[config.mk]
export PLATFORM = sky130hd
export DESIGN_NAME = adc_serial_port
export DESIGN_NICKNAME = d
export VERILOG_FILES = /design/src/rtl/adc_serial_port.sv
export SDC_FILE = /design/constraint.sdc
export NUM_CORES = 1
export LEC_CHECK = 0
export BUFFER_PORTS_ARGS = -buffer_cell sky130_fd_sc_hd__buf_2
export CAP_MARGIN = 20
export CORE_UTILIZATION = 66
export DETAILED_ROUTE_END_ITERATION = 8
export PLACE_DENSITY = 0.81
export SLEW_MARGIN = 20
export SYNTH_ARGS = -nofsm -noshare
export SYNTH_HDL_FRONTEND = slang
export SYNTH_SLANG_ARGS = --single-unit
[constraint.sdc]
create_clock -name clk -period 5.77 [get_ports clk]
set_clock_uncertainty 0.15 [all_clocks]
set_input_delay 1.154 -clock clk [delete_from_list [all_inputs] [get_ports clk]]
set_output_delay 1.154 -clock clk [all_outputs]
set_load 0.005 [all_outputs]
[src/rtl/adc_serial_port.sv]
module adc_serial_port #(
  parameter int DATA_W      = 16,
  parameter int CONV_CYCLES = 2000,
  parameter int RST_ONES    = 32
) (
  input  logic              clk,
  input  logic              rst_n,
  input  logic              cs_n,
  input  logic              sclk,
  input  logic              din,
  input  logic [DATA_W-1:0] sample_in,
  output logic              dout,
  output logic              dout_oe
);
  localparam int CNT_W = $clog2(2*CONV_CYCLES+1);
  localparam int BIT_W = $clog2(DATA_W+1);
  localparam int ONE_W = $clog2(RST_ONES+1);
  localparam logic [CNT_W-1:0] LIM_CONT = CNT_W'(CONV_CYCLES-1);
  localparam logic [CNT_W-1:0] LIM_ONE  = CNT_W'(2*CONV_CYCLES-1);
  localparam logic [7:0] MODE_DEF = 8'h00;
  localparam logic [7:0] AUX_DEF  = 8'h00;

  typedef enum logic [1:0] {S_CMD, S_WR, S_TX} st_t;

  logic [2:0]        sclk_q;
  logic [1:0]        cs_q, din_q;
  st_t               state;
  logic [7:0]        cmd_sr, mode_q, aux_q;
  logic [2:0]        cmd_cnt;
  logic [1:0]        wr_sel;
  logic [DATA_W-1:0] data_q, tx_sr;
  logic              tx_pend, tx_live, tx_len16, tx_is_data;
  logic [BIT_W-1:0]  tx_bits;
  logic              rdy_n, cread;
  logic [ONE_W-1:0]  ones;
  logic [CNT_W-1:0]  tcnt;

  wire       cs_act    = ~cs_q[1];
  wire       din_s     = din_q[1];
  wire       sclk_rise = cs_act &  sclk_q[1] & ~sclk_q[2];
  wire       sclk_fall = cs_act & ~sclk_q[1] &  sclk_q[2];
  wire [7:0] new_byte  = {cmd_sr[6:0], din_s};
  wire       byte_done = sclk_rise && cmd_cnt == 3'd7 && state != S_TX;
  wire       soft_rst  = sclk_rise && din_s && ones == ONE_W'(RST_ONES-1);
  wire [1:0] md        = mode_q[7:6];
  wire       conv_on   = md == 2'b00 || md == 2'b10;
  wire       conv_done = conv_on && tcnt == (md == 2'b10 ? LIM_ONE : LIM_CONT);
  wire       rd_busy   = (tx_pend | tx_live) & tx_is_data & ~cread;
  wire       tx_last   = sclk_rise && tx_live &&
                         tx_bits == (tx_len16 ? BIT_W'(DATA_W-1) : BIT_W'(7));
  wire       mode_wr   = byte_done && state == S_WR && wr_sel == 2'b01;
  wire [7:0] status    = {rdy_n, 5'b0, md};

  assign dout    = tx_live ? tx_sr[DATA_W-1] : rdy_n;
  assign dout_oe = cs_act;

  function automatic logic [DATA_W-1:0] pad8(input logic [7:0] b);
    return {b, {(DATA_W-8){1'b0}}};
  endfunction

  always_ff @(posedge clk or negedge rst_n) begin
    if (!rst_n) begin
      sclk_q <= 3'b111; cs_q <= 2'b11; din_q <= 2'b00;
      state <= S_CMD; cmd_sr <= '0; cmd_cnt <= '0; wr_sel <= '0;
      mode_q <= MODE_DEF; aux_q <= AUX_DEF; data_q <= '0;
      tx_sr <= '0; tx_pend <= 1'b0; tx_live <= 1'b0; tx_len16 <= 1'b0;
      tx_is_data <= 1'b0; tx_bits <= '0;
      rdy_n <= 1'b1; cread <= 1'b0; ones <= '0; tcnt <= '0;
    end else begin
      sclk_q <= {sclk_q[1:0], sclk};
      cs_q   <= {cs_q[0], cs_n};
      din_q  <= {din_q[0], din};
      if (soft_rst) begin
        state <= S_CMD; cmd_sr <= '0; cmd_cnt <= '0; wr_sel <= '0;
        mode_q <= MODE_DEF; aux_q <= AUX_DEF; data_q <= '0;
        tx_pend <= 1'b0; tx_live <= 1'b0; tx_bits <= '0; tx_is_data <= 1'b0;
        rdy_n <= 1'b1; cread <= 1'b0; ones <= '0; tcnt <= '0;
      end else begin
        if (!cs_act)        ones <= '0;
        else if (sclk_rise) ones <= din_s ? ones + 1'b1 : '0;

        if (mode_wr)        tcnt <= '0;
        else if (!conv_on)  tcnt <= '0;
        else                tcnt <= conv_done ? '0 : tcnt + 1'b1;

        if (!cs_act) begin
          cmd_cnt <= '0;
          state   <= S_CMD;
          tx_live <= 1'b0;
          tx_pend <= tx_pend & cread;
        end else begin
          if (sclk_rise && state != S_TX) begin
            cmd_sr  <= new_byte;
            cmd_cnt <= cmd_cnt + 1'b1;
          end
          if (byte_done) begin
            if (state == S_WR) begin
              if (wr_sel == 2'b01) mode_q <= new_byte;
              else                 aux_q  <= new_byte;
              state <= S_CMD;
            end else if (cread) begin
              if (new_byte[7:2] == 6'b001110 && !rdy_n) cread <= 1'b0;
            end else if (!new_byte[7]) begin
              if (new_byte[3]) begin
                if (new_byte[5:4] == 2'b11 && new_byte[2]) begin
                  cread <= 1'b1;
                end else begin
                  state      <= S_TX;
                  tx_pend    <= 1'b1;
                  tx_live    <= 1'b0;
                  tx_bits    <= '0;
                  tx_is_data <= new_byte[5:4] == 2'b11;
                  tx_len16   <= new_byte[5:4] == 2'b11;
                  case (new_byte[5:4])
                    2'b00:   tx_sr <= pad8(status);
                    2'b01:   tx_sr <= pad8(mode_q);
                    2'b10:   tx_sr <= pad8(aux_q);
                    default: tx_sr <= data_q;
                  endcase
                end
              end else if (new_byte[5:4] == 2'b01 || new_byte[5:4] == 2'b10) begin
                state  <= S_WR;
                wr_sel <= new_byte[5:4];
              end
            end
          end
          if (sclk_fall) begin
            if (tx_pend) begin
              tx_live <= 1'b1;
              tx_pend <= 1'b0;
            end else if (tx_live) begin
              tx_sr <= {tx_sr[DATA_W-2:0], 1'b0};
            end
          end
          if (sclk_rise && tx_live) begin
            tx_bits <= tx_bits + 1'b1;
            if (tx_last) begin
              tx_live <= 1'b0;
              if (state == S_TX) state <= S_CMD;
              if (tx_is_data) rdy_n <= 1'b1;
            end
          end
        end

        if (conv_done) begin
          if (md == 2'b10 && !mode_wr) mode_q[7:6] <= 2'b11;
          if (cread) begin
            data_q     <= sample_in;
            tx_sr      <= sample_in;
            tx_pend    <= 1'b1;
            tx_live    <= 1'b0;
            tx_bits    <= '0;
            tx_len16   <= 1'b1;
            tx_is_data <= 1'b1;
            rdy_n      <= 1'b0;
          end else if (!rd_busy) begin
            data_q <= sample_in;
            rdy_n  <= 1'b0;
          end
        end
      end
    end
  end
endmodule


==> key figures <==
Run status
  – Run status: completed

Drt
  – Vias: about 4,100
  – Drt first pass iters: 6
  – Routed length per instance: 18.87 um
  – DRC violation count after routing: 0
  – Number of DRC markers after the initial detailed-route iteration: 286
  – Detailed-route wire length: 11.74 mm
  – Antenna-violating nets left: 0
  – Per-cell via count in the routed design: ~6.6

Final layout
  – Register cell area after layout: 2460 um2
  – Area growth, synth to finish: 7.384%
  – Most frequent cells in the layout: 92 x sky130_fd_sc_hd__dfrtp_1, 85 x sky130_fd_sc_hd__nor2_1, 39 x sky130_fd_sc_hd__mux2i_1
  – Finished Core Util: 73.97%
  – Post-layout instance count excluding filler cells: 622
  – Layout cell share with drive strength beyond 1: ~10%
  – Antenna diode count: 0
  – Net count, final: 550
  – Layout filler cell count: 511
  – Area of the multi-input gates: 2389 um2
  – Most common library cell in the layout ignoring fill and taps: sky130_fd_sc_hd__dfrtp_1

Clock network
  – Skew-Pair Late Insertion Delay: 0.37 ns
  – Clk buf depth: 2
  – TritonCTS clock tree: built
  – Post-CTS Setup Bufs: 0
  – CTS Sinks: a little under 100
  – Post-cts resize count: 0
  – Total number of H-tree levels: 3
  – Master cell of the clock root buffer: sky130_fd_sc_hd__clkbuf_8
  – Number of buffers inserted for hold repair after clock tree synthesis: 0
  – CTS clk-pin slew, worst paths: roughly 0.09 ns
  – Inserted Clock Buffers: 9

STA
  – Count of pins over their slew limit: 0
  – Final setup violation count: 0
  – Max Clock Freq: 0.3254 GHz
  – Final critical-path share of the clock period: a little over half
  – Total negative slack: 0 ns
  – Worst Max-Slew Pin Slew: 0.9176 ns
  – RSZ-0062 raised after global routing: no
  – Minimum period implied by the final worst setup slack: 3.073 ns
  – Worst rel slew slack: 38.42%
  – Hold violation count in the final report: 0

Power
  – Clock power share: 38.9%
  – Pwr dens: 267.8 nW/um2
  – Switching fraction of total power: 24.72%
  – Logic gate share of total power: 9.0%
  – Leakage Power: 2.572 nW
  – Total internal power: 0.001093 W
  – Switching power: 0.0003590 W
  – Post-layout power: 0.001452 W
  – Peak supply drop: 0.1646 mV
  – Relative contribution of sequential cells to total power: 52.0%

Global routing
  – First-pass GRT wire length: 18.53 mm
  – Antenna violations before repair: 0
  – Pin count of the biggest net entering global routing: 67
  – Total global routing track utilization: 31.27%
  – Total congestion overflow: 0
  – Number of global-route vias before repair: 3,790

Floorplan
  – Number of placement rows: 31
  – Core footprint: 7331 um2
  – I/O Pins: 23
  – Vert. Die Dim: 89.47 um
  – Initial cell density of the core: 68.89%
  – Die outline area: 8005 um2
  – Width of the chip: 89.47 um

Synthesis
  – Count of different cell masters after synthesis: 52
  – Ys Warns: 0
  – Cell types occupying the most area after synthesis: sky130_fd_sc_hd__dfrtp_1 46%, sky130_fd_sc_hd__mux2i_1 7.7%, sky130_fd_sc_hd__nor2_1 6.3%
  – Portion of synthesized cell area occupied by the leading cell type: 45.59%
  – Number of flip-flops and latches in the synthesized netlist: between 90 and 100
  – Library cell with the largest summed area after synthesis: sky130_fd_sc_hd__dfrtp_1
  – Average size of a mapped cell: 9.749 um2
  – Post-Synthesis Cells: 518
  – Ys flop type: sky130_fd_sc_hd__dfrtp_1
  – Share of flip-flops with an asynchronous set or reset: 100.0%
  – Seq/Total Area, Yosys: 48.71%
  – Cell Area, Synth: ~5000 um2
  – Syn Nets: 549
  – Number of enable-type register cells in the synthesized netlist: 0

Placed design
  – GPL Wtd Cong: 0.8491
  – Buffers added on ports: 22
  – Post-Place Cells: a little over 600
  – HPWL after detailed placement: 7.885 mm

Min path
  – Class of the tightest hold or removal check: reg -> reg

Setup path
  – Data arrival time of the worst path: 3.18 ns
  – Worst Path Class, Setup: reg -> reg
  – Largest fanout of any net on the critical path: 17
  – Critical Path RT: 5.88 ns
  – Startpoint kind of the worst setup timing path: flip-flop
  – Sort of element at the end of the critical path: flip-flop

Flow run
  – Max-capacitance violation count: 0
==> worst paths after layout <==
kind	startpoint	endpoint	slack, ns	cells past startpoint
worst max-delay path	sclk_q[1]	tx_sr[12]	2.70	5
worst min-delay path	din_q[0]	din_q[1]	0.20	0
worst max register to register	sclk_q[1]	tx_sr[12]	2.70	5
worst min register to register	din_q[0]	din_q[1]	0.20	0
max in group asynchronous	rst_n	sclk_q[2]	3.76	2
min in group asynchronous	rst_n	data_q[2]	0.73	1
==> state kept, by name, summed over array words and instances (netlist names), 3 cells and up <==
register,cells
cmd_sr,7
ones,6
cmd_cnt,3
tx_sr,16
tcnt,12
sclk_q,3
data_q,16
tx_bits,5
aux_q,8
mode_q,8
==> cell usage after synthesis (4+ instances only) <==
master	number
sky130_fd_sc_hd__ha_1	10
sky130_fd_sc_hd__o211ai_1	7
sky130_fd_sc_hd__mux2i_1	39
sky130_fd_sc_hd__xnor2_1	8
sky130_fd_sc_hd__inv_1	13
sky130_fd_sc_hd__a221o_1	15
sky130_fd_sc_hd__nor4_1	4
sky130_fd_sc_hd__nor3b_1	9
sky130_fd_sc_hd__xor2_1	5
sky130_fd_sc_hd__nand3_1	25
sky130_fd_sc_hd__a22oi_1	9
sky130_fd_sc_hd__a21oi_1	32
sky130_fd_sc_hd__o21ai_1	9
sky130_fd_sc_hd__and3_1	4
sky130_fd_sc_hd__nor3_1	10
sky130_fd_sc_hd__dfstp_2	6
sky130_fd_sc_hd__nor2_1	85
sky130_fd_sc_hd__clkbuf_1	22
sky130_fd_sc_hd__o21ai_0	18
sky130_fd_sc_hd__nand2_1	28
sky130_fd_sc_hd__dfrtp_1	92
sky130_fd_sc_hd__a311oi_1	8
sky130_fd_sc_hd__buf_2	11
==> cell families (layout without fill, tap and decap cells) <==
kind of cell,after synthesis,after routing,share of synthesized area (%)
fa+ha+maj,10,10,2.478
compound gates,114,114,15.56
mux,40,40,7.953
xor+xnor,13,13,2.255
simple gates,193,193,18.76
buf+inv,50,55,4.286
flops,98,98,48.71
==> worst max-delay path, stage by stage (launching register included) <==
cell                        delay [ns]
sky130_fd_sc_hd__dfstp_2          0.62
sky130_fd_sc_hd__nand4bb_1        0.32
sky130_fd_sc_hd__or4b_1           0.87
sky130_fd_sc_hd__nand2_1          0.46
sky130_fd_sc_hd__nor2_1           0.19
sky130_fd_sc_hd__a221o_1          0.36
==> layout make-up <==
type                    instances  area share (%)
clock buffers                  10           2.353
inverters                      14          0.9691
flip-flops and latches         98           45.36
multi-input cells             370           44.05
well taps                      99           2.284
clock inverters                 5           2.353
repair buffers                 26           2.630
==> per-stage QoR <==
stage          setup slack, ns  hold slack [ns]  instance area (um2)
5_1_grt                  2.543           0.2105                 5423
2_1_floorplan            3.455           0.1812                 5050
3_3_place_gp             2.841           0.1847                 5159
4_1_cts                  2.763           0.2045                 5418
3_5_place_dp             2.758           0.1847                 5162
6_report                 2.697           0.2033                 5423
==> power by group through the flow <==
stage	sequential, W	combinational, W	clock (W)
after CTS	0.000754	0.000130	0.000567
final	0.000756	0.000131	0.000565
after floorplan	0.000753	0.0000842	0
after global routing	0.000759	0.000147	0.000592
after detailed placement	0.000767	0.000129	0
after global placement	0.000764	0.000124	0
==> metal layers <==
| metal | vias to the layer above | share of wire, % | global-route usage [%] |
|---|---|---|---|
| li1 | 1873 | - | - |
| met3 | 18 | 4.4 | 4.063 |
| met4 | 0 | 1.6 | 13.28 |
| met2 | 145 | 49 | 51.98 |
| met1 | 2051 | 45 | 41.57 |
| met5 | - | 0 | 0 |
(Power assumes the default switching activity.)
